$ cat config.mk
export PLATFORM = sky130hd
export DESIGN_NAME = tmr_channel
export DESIGN_NICKNAME = d
export VERILOG_FILES = /design/src/rtl/tmr_pkg.sv /design/src/rtl/tmr_run_fsm.sv /design/src/rtl/tmr_count_unit.sv /design/src/rtl/tmr_channel.sv
export SDC_FILE = /design/constraint.sdc
export NUM_CORES = 1
export LEC_CHECK = 0
export BUFFER_PORTS_ARGS = -buffer_cell sky130_fd_sc_hd__buf_2
export CORE_UTILIZATION = 33
export DETAILED_ROUTE_END_ITERATION = 12
export PLACE_DENSITY = 0.58
export SYNTH_ARGS = -nofsm -noshare
export SYNTH_HDL_FRONTEND = slang
export SYNTH_SLANG_ARGS = --single-unit
$ cat constraint.sdc
create_clock -name clk -period 7.2 [get_ports clk]
set_input_delay 0.36 -clock clk [delete_from_list [all_inputs] [get_ports clk]]
set_output_delay 0.36 -clock clk [all_outputs]
set_load 0.02 [all_outputs]
$ cat src/rtl/tmr_pkg.sv
package tmr_pkg;
    localparam int DATA_W = 32;

    // control register bit positions (software-visible layout)
    localparam int B_ERR  = 31;
    localparam int B_DONE = 7;
    localparam int B_IE   = 6;
    localparam int B_STEP = 5;
    localparam int B_XFER = 4;
    localparam int B_STOP = 2;
    localparam int B_RUN  = 0;

    typedef enum logic [1:0] {
        RA_CTRL   = 2'd0,
        RA_COUNT  = 2'd1,
        RA_RELOAD = 2'd2,
        RA_VECTOR = 2'd3
    } reg_addr_e;

    typedef enum logic {
        ST_HALT  = 1'b0,
        ST_COUNT = 1'b1
    } run_state_e;

    typedef struct packed {
        logic err;
        logic done;
        logic ie;
        logic stop;
    } ctl_flags_t;

    typedef struct packed {
        logic err;
        logic done;
        logic ie;
        logic step;
        logic xfer;
        logic stop;
        logic run;
    } ctl_wdata_t;
endpackage

$ cat src/rtl/tmr_run_fsm.sv
module tmr_run_fsm
    import tmr_pkg::*;
(
    input  logic       clk,
    input  logic       rst_n,
    input  logic       soft_clr,
    input  logic       ctl_wr,
    input  ctl_wdata_t wd,
    input  logic       ovf,
    output logic       run_w,
    output logic       run_n,
    output logic       xfer_cmd,
    output logic       step_cmd,
    output ctl_flags_t flags_q,
    output logic       run_q,
    output logic       irq_q
);
    run_state_e state_q, state_d;
    ctl_flags_t flags_w, flags_d;
    logic       irq_d;

    // control write first, overflow effects on top of it
    always_comb begin
        flags_w = flags_q;
        run_w   = (state_q == ST_COUNT);
        if (ctl_wr) begin
            flags_w.err  = flags_q.err  & ~wd.err;
            flags_w.done = flags_q.done & ~wd.done;
            flags_w.ie   = wd.ie;
            flags_w.stop = wd.stop;
            run_w        = wd.run;
        end
        flags_d      = flags_w;
        flags_d.err  = flags_w.err | (ovf & flags_w.done);
        flags_d.done = flags_w.done | ovf;
        run_n        = run_w & ~(ovf & flags_w.stop);
        irq_d        = (irq_q | (ovf & flags_w.ie)) & flags_d.done & flags_w.ie;
    end

    always_comb begin
        unique case (state_q)
            ST_HALT:  state_d = run_n ? ST_COUNT : ST_HALT;
            ST_COUNT: state_d = run_n ? ST_COUNT : ST_HALT;
        endcase
    end

    assign xfer_cmd = ctl_wr & wd.xfer;
    assign step_cmd = ctl_wr & wd.step & ~wd.run;
    assign run_q    = (state_q == ST_COUNT);

    // state register
    always_ff @(posedge clk or negedge rst_n) begin
        if (!rst_n)        state_q <= ST_HALT;
        else if (soft_clr) state_q <= ST_HALT;
        else               state_q <= state_d;
    end

    // flag and request registers
    always_ff @(posedge clk or negedge rst_n) begin
        if (!rst_n) begin
            flags_q <= '0;
            irq_q   <= 1'b0;
        end else if (soft_clr) begin
            flags_q <= '0;
            irq_q   <= 1'b0;
        end else begin
            flags_q <= flags_d;
            irq_q   <= irq_d;
        end
    end
endmodule

$ cat src/rtl/tmr_count_unit.sv
module tmr_count_unit #(
    parameter int CNT_W = 32
) (
    input  logic             clk,
    input  logic             rst_n,
    input  logic             soft_clr,
    input  logic             xfer_cmd,
    input  logic             step_cmd,
    input  logic             tick,
    input  logic             run_w,
    input  logic             run_n,
    input  logic             rld_wr,
    input  logic [CNT_W-1:0] wdata,
    output logic [CNT_W-1:0] count_q,
    output logic [CNT_W-1:0] reload_q,
    output logic             ovf
);
    localparam logic [CNT_W-1:0] ONE  = CNT_W'(1);
    localparam logic [CNT_W-1:0] TOP  = '1;

    logic [CNT_W-1:0] moved, stepped, after_wr, count_d;
    logic             adv;

    always_comb begin
        moved    = xfer_cmd ? reload_q : count_q;
        stepped  = moved + ONE;
        after_wr = moved;
        if (step_cmd) after_wr = (stepped == '0) ? reload_q : stepped;
        adv      = tick & run_w;
        ovf      = adv & (after_wr == TOP);
        if (ovf)      count_d = run_n ? reload_q : '0;
        else if (adv) count_d = after_wr + ONE;
        else          count_d = after_wr;
    end

    always_ff @(posedge clk or negedge rst_n) begin
        if (!rst_n) begin
            count_q  <= '0;
            reload_q <= '0;
        end else if (soft_clr) begin
            count_q  <= '0;
            reload_q <= '0;
        end else begin
            count_q <= count_d;
            if (rld_wr) reload_q <= wdata;
        end
    end
endmodule

$ cat src/rtl/tmr_channel.sv
module tmr_channel
    import tmr_pkg::*;
#(
    parameter int CNT_W  = 32,
    parameter int VEC_HI = 9,
    parameter int VEC_LO = 2
) (
    input  logic              clk,
    input  logic              rst_n,
    input  logic              soft_clr,
    input  logic [1:0]        addr,
    input  logic              wr_en,
    input  logic [DATA_W-1:0] wr_data,
    output logic [DATA_W-1:0] rd_data,
    input  logic              tick,
    output logic              irq,
    input  logic              int_ack,
    output logic [VEC_HI:0]   ack_vec
);
    localparam int VEC_W = VEC_HI - VEC_LO + 1;

    logic             ctl_wr, rld_wr, vec_wr;
    ctl_wdata_t       wd;
    logic             run_w, run_n, xfer_cmd, step_cmd, run_q, ovf;
    ctl_flags_t       flg_q;
    logic [CNT_W-1:0] count_q, reload_q;
    logic [VEC_W-1:0] vec_q;

    assign ctl_wr = wr_en & (reg_addr_e'(addr) == RA_CTRL);
    assign rld_wr = wr_en & (reg_addr_e'(addr) == RA_RELOAD);
    assign vec_wr = wr_en & (reg_addr_e'(addr) == RA_VECTOR);

    assign wd = '{err:  wr_data[B_ERR],  done: wr_data[B_DONE], ie: wr_data[B_IE],
                  step: wr_data[B_STEP], xfer: wr_data[B_XFER],
                  stop: wr_data[B_STOP], run:  wr_data[B_RUN]};

    tmr_run_fsm u_fsm (
        .clk      (clk),
        .rst_n    (rst_n),
        .soft_clr (soft_clr),
        .ctl_wr   (ctl_wr),
        .wd       (wd),
        .ovf      (ovf),
        .run_w    (run_w),
        .run_n    (run_n),
        .xfer_cmd (xfer_cmd),
        .step_cmd (step_cmd),
        .flags_q  (flg_q),
        .run_q    (run_q),
        .irq_q    (irq)
    );

    tmr_count_unit #(.CNT_W(CNT_W)) u_cnt (
        .clk      (clk),
        .rst_n    (rst_n),
        .soft_clr (soft_clr),
        .xfer_cmd (xfer_cmd),
        .step_cmd (step_cmd),
        .tick     (tick),
        .run_w    (run_w),
        .run_n    (run_n),
        .rld_wr   (rld_wr),
        .wdata    (wr_data[CNT_W-1:0]),
        .count_q  (count_q),
        .reload_q (reload_q),
        .ovf      (ovf)
    );

    // vector survives soft clear; only power-up clears it
    always_ff @(posedge clk or negedge rst_n) begin
        if (!rst_n)                   vec_q <= '0;
        else if (vec_wr && !soft_clr) vec_q <= wr_data[VEC_HI:VEC_LO];
    end

    always_comb begin
        rd_data = '0;
        unique case (reg_addr_e'(addr))
            RA_CTRL: begin
                rd_data[B_ERR]  = flg_q.err;
                rd_data[B_DONE] = flg_q.done;
                rd_data[B_IE]   = flg_q.ie;
                rd_data[B_STOP] = flg_q.stop;
                rd_data[B_RUN]  = run_q;
            end
            RA_COUNT:  rd_data = DATA_W'(count_q);
            RA_RELOAD: rd_data = DATA_W'(reload_q);
            RA_VECTOR: rd_data[VEC_HI:VEC_LO] = vec_q;
        endcase
    end

    assign ack_vec = int_ack ? {vec_q, {VEC_LO{1'b0}}} : '0;
endmodule

==> reports/metrics.cfg, run 1 <==
[placement]
post-dp-hpwl_um = 18600
cell_count_after_placement = 1173
final_gp_congestion = 0.986
placement_stage_worst_setup_slack_ps = 558
number_of_i_o_port_buffers = 80

[pwr]
p_comb_share_pct = 13.9
worst_ir_drop_vdd_mv = 0.102
p_seq_share_pct = 44.5
power-per-cell-area_nw_per_um2 = 137
net-switching-power_uw = 332
p_sw_share_pct = 30.5
clockPowerShare_pct = 41.6
cellLeakagePower_nw = 3.21
internal_power_uw = 757

[timing]
hold_viol_final = 0
headroom_to_the_max_slew_limit_pct = 9.15
maxSlewViolCount = 0
hold-worst-slack_ps = 206
worst-slew-pin-transition_ps = 1360
slack_of_the_critical_path_ps = 725
setup_violations = 0
skew_ps = 9.03
maxClockFrequency_mhz = 154
totalNegativeSetupSlack_ps = 0
final_min_period_over_clock_period_pct = 89.9
finalWorstPathRequiredPeriod_ps = 6480
rsz_0062_raised_after_global_routing = no

[critical_path]
worstPathMaxFanout = 21
critical_path_required_ps = 7450
arrival_ps = 6720
worst-setup-path-type = input port to flop
ff_to_ff_setup_slack_ps = 800
r2r_start = u_cnt.reload_q[7]$_DFFE_PN0P_
regToRegEndpoint = u_cnt.count_q[15]$_DFF_PN0_
worst-r2r-cell-count = 15
worst_setup_path_start_kind = input port
end_kind = flop

[flow_run]
cap_viol_max_count = 0

[route]
drt-vias-per-instance = 6.20
drt_wl_total_um = 26300
detail_route.wl_per_cell_um = 22.1
ant_nets = 0
detailedRoute.firstIterationViolations = 878
drt-pass1-iter-count = 8
remaining_drc_errors = 0
vias = 7375

[logic_synthesis]
synth_compound_area_share_pct = 23.3
ys_ff_latch = 78
ys.flop_type = dfrtp_1
synth-async-reset-ratio_pct = 100
synthMostInstantiatedCell = nand2_1
synth.mux.area_fraction_pct = 7.72
synth_edf_count = 0
synth_cells = 873
yosysTopAreaCell = dfrtp_1
synth-simple-area-share_pct = 27.7
synth.distinct_cells = 88
yosys-top-cells-area = dfrtp_1 (28%), mux2i_1 (5.5%), a22o_1 (5.1%)
yosys_warnings = 0
fraction_of_the_mapped_netlist_area_in_adder_cells_pct = 1.41
synth_top_cell_area_share_pct = 27.5
synth_commonest_cells = nand2_1 (92), dfrtp_1 (78), nand3_1 (59), nor2_1 (53), clkbuf_1 (43)
main_combinational_cell_family_by_area_after_synthesis = simple AND/OR/NAND/NOR gates
yosysSeqAreaShare_pct = 27.5
synth_area_per_cell_um2 = 8.13
synthesized_area_um2 = 7100
synth-xor-area-share_pct = 6.79

[cts]
ctsHtreeMaxLevel = 3
worstSkewPairLatency_ps = 360
numClockSinks = 78
cts-root-buf = clkbuf_16
numCtsBuffers = 9
tritoncts = yes
postCtsResizedCells = 0
worst_setup_hold_path_clk_slew_ps = 60
cts_setup_buffers = 0
cts_buffer_depth = 2
hold_fix_buffers_cts = 0

[finish]
synthToLayoutAreaGrowth_pct = 11.7
final_core_util_pct = 37.7
nFillCells = 2205
final_net_count = 957
final_cell_count_no_fill = 1189
num_antenna_cells = 0
share_of_layout_cells_above_drive_strength_1_pct = 16.7

[die]
die-area_um2 = 22100
floorplan.die.height_um = 149
placeableCoreArea_um2 = 21000
floorplan.rows = 53
ioPinCount = 83
fp.dieW_um = 149
initial_core_util_pct = 33.8

[grt]
pin_count_of_the_biggest_net_entering_global_routing = 79
grt_overflow = 0
grt_pass1_wl_um = 40700
grt_antenna_before_repair = 0
grt_util_all_layers_pct = 24.2
first_global_vias = 6848

[min_path]
min-delay-path-class = input port to async pin

[run_status]
status = complete, no violations

==> power by group through the flow <==
stage	registers [mW]	clock network, mW	logic [mW]
after floorplan	0.473	0	0.106
after global placement	0.492	0	0.150
after detailed placement	0.491	0	0.151
after CTS	0.483	0.460	0.152
after global routing	0.487	0.477	0.165
final	0.485	0.452	0.151
==> through the flow <==
stage	total power, mW	cell area (um^2)
floorplan	0.579	7100
global placement	0.642	7650
detailed placement	0.643	7650
CTS	1.10	7920
global route	1.13	7920
finish	1.09	7920
==> layout by cell type (no fill, tap or decap), types with 4 or more instances in the layout <==
cell type and n:
a211oi_1 4, a21o_1 7, a21oi_1 39, a221oi_1 4, a222oi_1 12, a22o_1 41
a22oi_1 26, a31oi_1 7, and2_1 13, and3_1 15, and4_1 5, buf_2 79
buf_4 17, clkbuf_16 9, dfrtp_1 78, ha_1 8, inv_1 15, mux2_2 14
mux2i_1 39, nand2_1 92, nand3_1 59, nand3b_1 5, nand4_1 15, nor2_1 53
nor2b_1 27, nor3_1 22, nor4_1 11, o21ai_0 22, o21ai_1 5, o22ai_1 8
o2bb2ai_1 7, or3_1 10, xnor2_1 34, xor2_1 21
==> cell type report <==
type / instances / area (um^2) / area share [%]
Clock buffer: 12 / 246 / 3.11
Clock inverter: 4 / 31.3 / 0.395
Inverter: 16 / 60.1 / 0.758
Multi-Input combinational cell: 708 / 4770 / 60.2
Sequential cell: 78 / 1950 / 24.6
Tap cell: 275 / 344 / 4.34
Timing Repair Buffer: 96 / 523 / 6.60
==> how the worst max path moves through the flow <==
stage,from,to,slack (ps),cells after the start
3_5_place_dp,addr[0],u_cnt.count_q[6]$_DFF_PN0_,560,20
5_1_grt,addr[0],u_cnt.count_q[6]$_DFF_PN0_,390,18
4_1_cts,addr[0],u_cnt.count_q[15]$_DFF_PN0_,940,20
6_report,addr[0],u_cnt.count_q[15]$_DFF_PN0_,720,18
2_1_floorplan,addr[0],u_cnt.count_q[25]$_DFF_PN0_,1120,30
3_3_place_gp,addr[0],u_cnt.count_q[14]$_DFF_PN0_,710,20
==> worst max-delay path, cell delays in order <==
cell	delay, ps
buf_2	130
inv_1	100
ha_1	350
nand3_2	260
or4_1	640
a222oi_1	1150
nand4_1	330
xnor2_1	310
and4_1	260
nand4_1	470
o21ai_0	370
nand3_1	220
nand4bb_1	360
nor3_4	170
buf_4	190
a41o_2	550
o21ai_4	210
a22o_1	270
==> kinds of logic (layout without fill, tap and decap cells) <==
group	after synthesis	count (layout)
and+or+nand+nor	366	366
muxes	53	53
AOI/OAI and AO/OA	224	224
other	1	2
xor gates and xnor gates	55	55
adders and majority gates	8	8
buffers and inverters	88	128
DFF	78	78
==> state kept, by name (all words and copies together), names as in the netlist <==
name	flops
vec_q	8
u_cnt.count_q	32
u_cnt.reload_q	32
u_fsm.irq_q	1
u_fsm.run_q	1
u_fsm.flags_q	4
==> layer usage <==
metal	track usage [%]	part of all wire [%]	vias up
met5	0	0	-
met3	4.11	8.6	53
met2	36.5	43	422
met1	34.2	46	3575
met4	9.02	2.8	0
li1	-	-	3325
Note: power is estimated with default switching activity, not from simulation.
==> run 2, diff against run 1 <==
- ABC_AREA: default -> 1
==> run 2 against run 1 <==
Sequential power up 4%. Worst hold slack improved by 37 ps. Flip-flop and latch count unchanged. Non-clock buffer count up 2. Wire length up 21%. Register-to-register slack improved by 1500 ps. Design area grew 15%. Clock skew increased by 2.8 ps. Clock-buffer cell count fell by 2. Largest power group unchanged.
==> reports/metrics.cfg, run 2 <==
[run_status]
status = complete, no violations

[die]
die-area_um2 = 25400  ; +15%
ioPinCount = 83  ; unchanged
fp.dieW_um = 160  ; +7.3%
floorplan.die.height_um = 160  ; +7.3%
initial_core_util_pct = 33.7  ; -0.092 points
placeableCoreArea_um2 = 24300  ; +16%
floorplan.rows = 57  ; +7.5%

[cts]
numClockSinks = 78  ; unchanged
cts-root-buf = clkbuf_16
tritoncts = yes
numCtsBuffers = 9  ; unchanged
ctsHtreeMaxLevel = 3  ; unchanged
cts_setup_buffers = 0  ; unchanged
cts_buffer_depth = 2  ; unchanged
worstSkewPairLatency_ps = 350  ; about the same
worst_setup_hold_path_clk_slew_ps = 70  ; about the same

[critical_path]
worst-r2r-cell-count = 22  ; +7
worst_setup_path_start_kind = input port
cp-endpoint = u_cnt.count_q[2]$_DFF_PN0_
arrival_ps = 5850  ; -870 ps
critical_path_required_ps = 7440  ; about the same
ff_to_ff_setup_slack_ps = 2300  ; +1500 ps
setup.worst_path.start = addr[1]
worst-setup-path-type = input port to flop
r2r_start = u_cnt.reload_q[2]$_DFFE_PN0P_
regToRegEndpoint = u_cnt.count_q[2]$_DFF_PN0_
end_kind = flop
worstPathMaxFanout = 36  ; +71%

[placement]
post-dp-hpwl_um = 25000  ; +34%
final_gp_congestion = 0.982  ; -0.46%
detailed_place.area_um2 = 8790  ; +15%
number_of_i_o_port_buffers = 80  ; unchanged
placement_stage_worst_setup_slack_ps = 1340  ; +784 ps
cell_count_after_placement = 1814  ; +55%

[grt]
met2_usage_pct = 36.2  ; -0.34 points
grt_util_all_layers_pct = 25.2  ; +1.0 points
grt.met1_usage_pct = 38.1  ; +4.0 points
globalRoute.busiestLayer = met1
use_met3_pct = 4.17  ; +0.057 points
grt_antenna_before_repair = 0  ; unchanged
pin_count_of_the_biggest_net_entering_global_routing = 68  ; -14%
grt_overflow = 0  ; unchanged
first_global_vias = 8871  ; +30%
grt_pass1_wl_um = 50000  ; +23%

[logic_synthesis]
synth_area_per_cell_um2 = 5.63  ; -31%
yosysTopAreaCell = nand2_1
yosys_warnings = 0  ; unchanged
synth.distinct_cells = 41  ; -53%
yosys-top-cells-area = nand2_1 (24%), dfrtp_1 (24%), nand3_1 (10%)
yosysSeqAreaShare_pct = 23.8  ; -3.7 points
synth-async-reset-ratio_pct = 100  ; unchanged
synth_cells = 1454  ; +67%
synth_top_cell_area_share_pct = 24.2  ; -3.3 points
synth_commonest_cells = nand2_1 (528), nor2_1 (180), nand3_1 (165), inv_1 (145), dfrtp_1 (78)
synthMostInstantiatedCell = nand2_1
ys.flop_type = dfrtp_1
synth_edf_count = 0  ; unchanged
synthesized_area_um2 = 8190  ; +15%
ys_ff_latch = 78  ; unchanged

[finish]
final_cell_count_no_fill = 1831  ; +54%
biggestRegsByFlops = u_cnt.count_q x32, u_cnt.reload_q x32, vec_q x8
final_cell_mix = nand2_1 (528), nor2_1 (179), nand3_1 (165)
fin_area_um2 = 9110  ; +15%
share_of_layout_cells_above_drive_strength_1_pct = 11.4  ; -5.3 points
num_antenna_cells = 0  ; unchanged
final_core_util_pct = 37.5  ; -0.22 points
most_common_library_cell_in_the_layout_ignoring_fill_and_taps = nand2_1
final_net_count = 1550  ; +62%
synthToLayoutAreaGrowth_pct = 11.3

[min_path]
min-delay-path-class = input port to flop

[route]
detailedRoute.firstIterationViolations = 887  ; +1.0%
remaining_drc_errors = 0  ; unchanged
ant_nets = 0  ; unchanged
drt-pass1-iter-count = 6  ; -2
drt-vias-per-instance = 5.30  ; -15%
vias = 9698  ; +31%
drt_wl_total_um = 31900  ; +21%
detail_route.wl_per_cell_um = 17.4  ; -21%

[flow_run]
cap_viol_max_count = 0  ; unchanged

[pwr]
power-per-cell-area_nw_per_um2 = 142  ; +3.5%
cellLeakagePower_nw = 4.44  ; +39%
worst_ir_drop_vdd_mv = 0.106  ; +4.1%
post-layout-total-power_mw = 1.30  ; +19%

[timing]
hold-worst-slack_ps = 242  ; +36.7 ps
headroom_to_the_max_slew_limit_pct = 39.3  ; +30 points
finalWorstPathRequiredPeriod_ps = 5610  ; -868 ps
setup_violations = 0  ; unchanged
final_min_period_over_clock_period_pct = 77.9  ; -12 points
hold_viol_final = 0  ; unchanged
maxClockFrequency_mhz = 178  ; +15%
totalNegativeSetupSlack_ps = 0  ; unchanged
skew_ps = 11.8  ; +2.80 ps
rsz_0062_raised_after_global_routing = no
slack_of_the_critical_path_ps = 1590  ; +868 ps
worst-slew-pin-transition_ps = 911  ; -452 ps
maxSlewViolCount = 0  ; unchanged

==> run 2: worst max-delay path, cell delays in order <==
cell	delay, ps
buf_2	130
inv_1	100
ha_1	210
buf_4	290
nand3_2	490
nand2_1	280
nand2_1	200
nand3_1	280
nor2_1	140
nand3_1	180
nand2_1	70
nand2_1	150
nand2_1	90
inv_1	60
nand2_1	70
nor2_1	150
nand2_1	130
nor2_4	390
nand3_1	160
a21oi_1	310
nand2_1	180
nor2_2	170
nand2_1	110
nor2_4	230
nand2_2	130
nor2_8	450
o31ai_1	150
and2_1	180
==> run 2: metal layers <==
layer | vias up | part of all wire (%)
met5 | - | 0
met4 | 0 | 2.1
met3 | 44 | 9.1
met2 | 437 | 41
met1 | 4510 | 48
li1 | 4707 | -
==> run 2: area by class of cell <==
cell class / count / area (um^2)
fill: 2712 / 15200
multi-input combinational: 1141 / 5250
sequential: 78 / 1950
inverter: 174 / 653
timing repair buffer: 98 / 541
tap: 324 / 405
clock buffer: 10 / 239
clock inverter: 6 / 75.1
==> run 2: power by group <==
part           internal [mW]  total (mW)  switching, mW  leakage (nW)
Combinational         0.0801       0.293          0.213          3.24
Clock                  0.284       0.499          0.215         0.152
Sequential             0.466       0.504         0.0386          1.05
Total                  0.830        1.30          0.466          4.44
==> run 2: how the worst min path moves through the flow <==
stage / slack (ps) / start / cells after the start / end
finish: 240 / wr_data[29] / 3 / u_cnt.reload_q[29]$_DFFE_PN0P_
global route: 270 / wr_data[30] / 3 / u_cnt.reload_q[30]$_DFFE_PN0P_
CTS: 240 / wr_data[22] / 3 / u_cnt.reload_q[22]$_DFFE_PN0P_
detailed placement: 210 / rst_n / 1 / u_cnt.reload_q[23]$_DFFE_PN0P_
global placement: 210 / rst_n / 1 / u_cnt.reload_q[23]$_DFFE_PN0P_
floorplan: 60 / rst_n / 0 / u_cnt.count_q[0]$_DFF_PN0_
==> run 2: repair_timing <==
item	4_1_cts	5_1_grt
gates resized for setup	0	0
endpoints found under the hold margin	11	0
hold buffers	1	0
==> run 2: logic make-up after synthesis <==
logic type	after synthesis	synth area share [%]
fa+ha+maj	8	1.22
compound gates	156	11.0
other cells	1	0.0458
buf+inv	236	12.2
flops	78	23.8
simple gates	964	50.5
xor+xnor	11	1.18
